### config.mk
export PLATFORM = sky130hd
export DESIGN_NAME = boot_remap_ctrl
export DESIGN_NICKNAME = d
export VERILOG_FILES = /design/src/rtl/brc_pkg.sv /design/src/rtl/brc_reset_timer.sv /design/src/rtl/brc_hb_wdog.sv /design/src/rtl/brc_addr_decode.sv /design/src/rtl/boot_remap_ctrl.sv
export SDC_FILE = /design/constraint.sdc
export NUM_CORES = 1
export LEC_CHECK = 0
export ABC_AREA = 0
export BUFFER_PORTS_ARGS = -buffer_cell sky130_fd_sc_hd__buf_4
export CAP_MARGIN = 20
export CORE_MARGIN = 2
export CORE_UTILIZATION = 40
export DETAILED_ROUTE_END_ITERATION = 6
export SYNTH_ARGS = -nofsm -noshare
export SYNTH_HDL_FRONTEND = slang
export SYNTH_SLANG_ARGS = --single-unit
### constraint.sdc
create_clock -name clk_i -period 2.85 [get_ports clk_i]
set_input_delay 0.57 -clock clk_i [delete_from_list [all_inputs] [get_ports clk_i]]
set_output_delay 0.57 -clock clk_i [all_outputs]
set_load 0.1 [all_outputs]
### src/rtl/brc_pkg.sv
package brc_pkg;

  typedef enum logic {
    MAP_ROM = 1'b0,
    MAP_RAM = 1'b1
  } map_e;

  typedef enum logic [1:0] {
    EV_NONE  = 2'd0,
    EV_HOST  = 2'd1,
    EV_WDOG  = 2'd2,
    EV_REMAP = 2'd3
  } rst_event_e;

endpackage

### src/rtl/brc_reset_timer.sv
module brc_reset_timer #(
  parameter int RESET_CYCLES = 500000
) (
  input  logic clk_i,
  input  logic rst_ni,
  input  logic load_i,
  output logic active_o
);

  localparam int CNT_W = $clog2(RESET_CYCLES + 1);
  localparam logic [CNT_W-1:0] LOAD_VAL = CNT_W'(RESET_CYCLES);
  localparam logic [CNT_W-1:0] ONE      = CNT_W'(1);

  logic [CNT_W-1:0] cnt_q, cnt_d;
  logic             cnt_en;

  // The counter reloads on any accepted event and otherwise runs down to zero.
  always_comb begin
    cnt_en = load_i || (cnt_q != '0);
    cnt_d  = cnt_q;
    if (load_i) begin
      cnt_d = LOAD_VAL;
    end else if (cnt_q != '0) begin
      cnt_d = cnt_q - ONE;
    end
  end

  // Power-on loads a full window, so the processor is held after reset release.
  always_ff @(posedge clk_i or negedge rst_ni) begin
    if (!rst_ni) begin
      cnt_q <= LOAD_VAL;
    end else if (cnt_en) begin
      cnt_q <= cnt_d;
    end
  end

  assign active_o = (cnt_q != '0);

endmodule

### src/rtl/brc_hb_wdog.sv
module brc_hb_wdog #(
  parameter int HB_TIMEOUT = 1000
) (
  input  logic clk_i,
  input  logic rst_ni,
  input  logic arm_i,
  input  logic beat_i,
  output logic expired_o
);

  localparam int CNT_W = $clog2(HB_TIMEOUT + 1);
  localparam logic [CNT_W-1:0] LAST = CNT_W'(HB_TIMEOUT - 1);
  localparam logic [CNT_W-1:0] ONE  = CNT_W'(1);

  logic [CNT_W-1:0] cnt_q, cnt_d;
  logic             expired;

  // Expiry falls in the HB_TIMEOUT-th armed cycle that has no beat.
  always_comb begin
    expired = arm_i && !beat_i && (cnt_q == LAST);
    if (!arm_i || beat_i || expired) begin
      cnt_d = '0;
    end else begin
      cnt_d = cnt_q + ONE;
    end
  end

  always_ff @(posedge clk_i or negedge rst_ni) begin
    if (!rst_ni) begin
      cnt_q <= '0;
    end else begin
      cnt_q <= cnt_d;
    end
  end

  assign expired_o = expired;

endmodule

### src/rtl/brc_addr_decode.sv
module brc_addr_decode #(
  parameter int ADDR_W    = 16,
  parameter int ROM_BYTES = 4096
) (
  input  logic              map_i,
  input  logic [ADDR_W-1:0] addr_i,
  output logic              rom_sel_o,
  output logic              ram_sel_o
);

  localparam bit ROM_POW2 = (ROM_BYTES > 0) && ((ROM_BYTES & (ROM_BYTES - 1)) == 0);
  localparam int ROM_AW   = (ROM_BYTES > 1) ? $clog2(ROM_BYTES) : 1;

  logic in_rom_window;

  generate
    if (ROM_POW2 && (ROM_AW < ADDR_W)) begin : g_pow2
      // A power-of-two window only needs the upper address bits to be zero.
      assign in_rom_window = (addr_i[ADDR_W-1:ROM_AW] == '0);
    end else begin : g_cmp
      localparam logic [ADDR_W:0] ROM_LIM = (ADDR_W + 1)'(ROM_BYTES);
      assign in_rom_window = ({1'b0, addr_i} < ROM_LIM);
    end
  endgenerate

  // In the RAM mapping the ROM is hidden everywhere.
  always_comb begin
    rom_sel_o = (map_i == brc_pkg::MAP_ROM) && in_rom_window;
    ram_sel_o = !rom_sel_o;
  end

endmodule

### src/rtl/boot_remap_ctrl.sv
module boot_remap_ctrl #(
  parameter int ADDR_W       = 16,
  parameter int ROM_BYTES    = 4096,
  parameter int RESET_CYCLES = 500000,
  parameter int HB_TIMEOUT   = 1000000
) (
  input  logic              clk_i,
  input  logic              rst_ni,
  input  logic              remap_req_i,
  input  logic              host_force_i,
  input  logic              host_map_i,
  input  logic              heartbeat_i,
  input  logic              fault_clr_i,
  input  logic [ADDR_W-1:0] fetch_addr_i,
  output logic              proc_reset_o,
  output logic              map_sel_o,
  output logic              rom_sel_o,
  output logic              ram_sel_o,
  output logic              fault_o
);

  import brc_pkg::*;

  map_e       map_q, map_d;
  rst_event_e ev;
  logic       map_en;
  logic       fault_q, fault_d;
  logic       in_reset;
  logic       wd_arm;
  logic       wd_expired;
  logic       remap_ok;

  // Priority: host override, then heartbeat loss, then the processor request.
  always_comb begin
    remap_ok = remap_req_i && !in_reset;
    if (host_force_i)      ev = EV_HOST;
    else if (wd_expired)   ev = EV_WDOG;
    else if (remap_ok)     ev = EV_REMAP;
    else                   ev = EV_NONE;
  end

  always_comb begin
    map_en = (ev != EV_NONE);
    unique case (ev)
      EV_HOST:  map_d = map_e'(host_map_i);
      EV_WDOG:  map_d = MAP_ROM;
      EV_REMAP: map_d = MAP_RAM;
      default:  map_d = map_q;
    endcase
  end

  always_comb begin
    fault_d = fault_q;
    if (wd_expired)       fault_d = 1'b1;
    else if (fault_clr_i) fault_d = 1'b0;
  end

  always_ff @(posedge clk_i or negedge rst_ni) begin
    if (!rst_ni) begin
      map_q <= MAP_ROM;
    end else if (map_en) begin
      map_q <= map_d;
    end
  end

  always_ff @(posedge clk_i or negedge rst_ni) begin
    if (!rst_ni) begin
      fault_q <= 1'b0;
    end else begin
      fault_q <= fault_d;
    end
  end

  // The mapping change and the reset reload share the same event, so they land on one edge.
  brc_reset_timer #(
    .RESET_CYCLES(RESET_CYCLES)
  ) u_timer (
    .clk_i   (clk_i),
    .rst_ni  (rst_ni),
    .load_i  (map_en),
    .active_o(in_reset)
  );

  assign wd_arm = (map_q == MAP_RAM) && !in_reset;

  brc_hb_wdog #(
    .HB_TIMEOUT(HB_TIMEOUT)
  ) u_wdog (
    .clk_i    (clk_i),
    .rst_ni   (rst_ni),
    .arm_i    (wd_arm),
    .beat_i   (heartbeat_i),
    .expired_o(wd_expired)
  );

  brc_addr_decode #(
    .ADDR_W   (ADDR_W),
    .ROM_BYTES(ROM_BYTES)
  ) u_dec (
    .map_i    (map_q),
    .addr_i   (fetch_addr_i),
    .rom_sel_o(rom_sel_o),
    .ram_sel_o(ram_sel_o)
  );

  assign proc_reset_o = in_reset;
  assign map_sel_o    = map_q;
  assign fault_o      = fault_q;

endmodule

==> summary.md <==
* **element type at the critical path start** flip-flop
* **HPWL after detailed placement** 3160 µm
* **TritonCTS clock tree** yes
* **number of diodes** 0
* **Required @ worst endpoint** 2.28 ns
* **Area growth, synth to finish** 12.6%
* **classification of the worst setup path** flip-flop to output pin
* **Iter 0 DRT Violations** 113
* **Chip Width** 78.9 µm
* **Seq/Total Area, Yosys** 46.1%
* **Setup Viol. Count Final** 0
* **Post-synth EDFFs** 0
* **effective utilization at floorplan** 41.0%
* **endpoint type of the worst setup path** output pin
* **dominant register cell in the synthesized netlist** dfrtp_1
* **Post-Synthesis Net Count** 265
* **class of the most critical hold timing path** input port to async pin
* **worst skew pair latency** 0.29 ns
* **Mapped Avg Cell Area** 9.39 µm²
* **full die area** 6220 µm²
* **post-CTS clock slew at the launch and capture registers of the worst setup and hold paths** 0.08 ns
* **area of the core region** 5470 µm²
* **Vias** 1749
* **CTS buffer count** 5
* **fin cells** 329
* **Max VDD drop** 0.184 mV
* **Reg2Reg Setup Slack** 0.42 ns
* **Via density** 5.32
* **global-route wire length before repair** 7930 µm
* **reg2reg path depth** 8
* **row cnt** 27
* **CTS H-tree lvls** 2
* **result of the run** complete, no violations
* **number of placed instances, taps included** 322
* **net count of the finished layout** 283
* **Clock Skews** 0.0107 ns
* **endpoint of the most critical register-to-register path** u_wdog.cnt_q[16]
* **# clock sinks** 41
* **Die H** 78.9 µm
* **normalized max-slew margin** 65.0%
* **global placement routability congestion** 0.784
* **synthesis warning total** 0
* **Post-Route WL** 4610 µm
* **clock root buffer** clkbuf_8
* **Power Density** 450 nW/µm²
* **maximum number of pins on one net before global-route repair** 42
* **CP Data Arrival Time** 2.16 ns
* **number of DRC violations after detailed routing** 0
* **via count of the first global-routing pass** 1670
* **pin slew with the least headroom to its limit** 0.512 ns
* **highest clock frequency the design can meet** 366 MHz
* **global-route congestion overflow total** 0
* **number of library cell types mapped by synthesis** 48
* **share of layout cells above drive strength 1** 17.9%
* **summed negative setup slack over all endpoints** 0 ns
* **share of async-settable or async-resettable flops after synthesis** 100%
* **number of placed I/O pins** 28
* **register bit total from synthesis** 41
* **post-CTS setup buffer count** 0
* **launching point of the worst reg2reg path** u_timer.cnt_q[0]
* **Tmin final** 2.73 ns
* **Final ANT Viol Nets** 0
* **first drt pass iteration count** 4
* **final core area utilization** 46.2%
* **Clock Path Buffers** 2
* **average wire per cell in the routed design** 14.0 µm
* **Hold Fails Final Rpt** 0
* **final-report max-slew violation count** 0
* **antenna violations before repair** 0
* **PnR worst setup slack** 0.115 ns
* **number of port buffers** 15
* **total of max-cap violations** 0
* **Synth Instances** 239
* **leakage power** 0.000970 µW
* **Syn Std Cell Area** 2240 µm²
* **period utilisation layout** 96.0%
* **GRT Util Overall** 16.1%
* **largest driver fanout on the critical path** 4
* **worst setup slack after placement** 0.377 ns
* **RSZ-0062 raised after global routing** false
## sequential cells by signal (all words and copies together), names as in the netlist
register,cells
fault_o,1
map_sel_o,1
u_timer.cnt_q,19
u_wdog.cnt_q,20
## cell usage after synthesis, types with 4 or more instances
library cell   n  area, µm²
xor2_1         9       78.8
a21o_1         5       37.5
nand3_1       10       50.1
dfstp_2        7        184
nand2_1       20       75.1
o31ai_1        4       30.0
xnor2_1       14        123
a21oi_1       11       55.1
dfrtp_1       34        851
or3_1          8       50.1
nor4_1         4       25.0
nor3_1         7       35.0
nor2_1        41        154
inv_1          8       30.0
nand4_1        6       37.5
## worst max-delay path by stage
stage	start	depth (start not counted)	slack, ns	to
final	u_timer.cnt_q[0]	7	0.12	proc_reset_o
after global routing	u_timer.cnt_q[0]	7	0.008	proc_reset_o
after CTS	u_timer.cnt_q[0]	7	0.04	proc_reset_o
after detailed placement	u_timer.cnt_q[0]	7	0.38	proc_reset_o
after global placement	u_timer.cnt_q[0]	7	0.38	proc_reset_o
after floorplan	map_sel_o	3	0.11	rom_sel_o
## per-layer routing
layer	share of wire [%]	GRT usage, %	vias up
met5	0	0	-
met4	1.5	5.69	0
li1	-	-	872
met2	43	23.3	40
met3	4.8	3.75	5
met1	51	23.4	832
## placed cells by master (no fill, tap or decap), types with 3 or more instances in the layout
cell type   n
and4_1      3
nor4_1      4
nand3_1    10
dfrtp_1    34
inv_1       7
xor2_1      9
a21oi_1    11
buf_4      16
xnor2_1    14
nand4_1     6
nand2_1    19
clkbuf_8    6
or3_1       8
o31ai_1     4
nor3_1      7
dfstp_2     7
or4_1       3
nor2_1     41
a21o_1      5
ha_1        3
## worst max-delay path, cell delays in order (launching register included)
cell,delay [ns]
dfrtp_1,0.41
inv_1,0.12
ha_1,0.16
or4b_4,0.49
or2_4,0.27
nor3_4,0.18
inv_2,0.06
buf_6,0.18
## repair_timing
| action | in CTS | in global routing |
|---|---|---|
| resized for setup | 0 | 2 |
| hold buffers | 0 | 0 |
| endpoints found under the setup margin | 0 | 1 |
## kinds of logic (layout without fill, tap and decap cells)
logic type	after synthesis	after routing	share of synthesized area, %
AND/OR/NAND/NOR	127	127	30.5
buffers and inverters	15	33	3.23
flip-flops	41	41	46.1
AO/OA/AOI/OAI	29	29	9.04
multiplexers	1	1	0.446
adder cells (fa/ha/maj)	3	3	1.67
XOR/XNOR	23	23	8.98
## cell type report
type,instances,area (µm²)
fill,539,2950
multi-input combinational,183,1140
sequential,41,1030
timing repair buffer,17,131
tap,72,90.1
clock buffer,6,82.6
inverter,9,37.5
clock inverter,1,7.51
## report_power, final
part / switching (µW) / internal [µW]
clock: 201 / 192
sequential: 20.8 / 600
combinational: 76.5 / 45.8
## metrics by stage
step	total power [µW]	hold WS [ns]	cell area, µm²
4_1_cts	1150	0.274	2520
6_report	1140	0.252	2530
3_3_place_gp	752	0.467	2430
3_5_place_dp	754	0.474	2430
2_1_floorplan	708	0.274	2250
5_1_grt	1190	0.291	2530
Note: power is estimated with default switching activity, not from simulation.
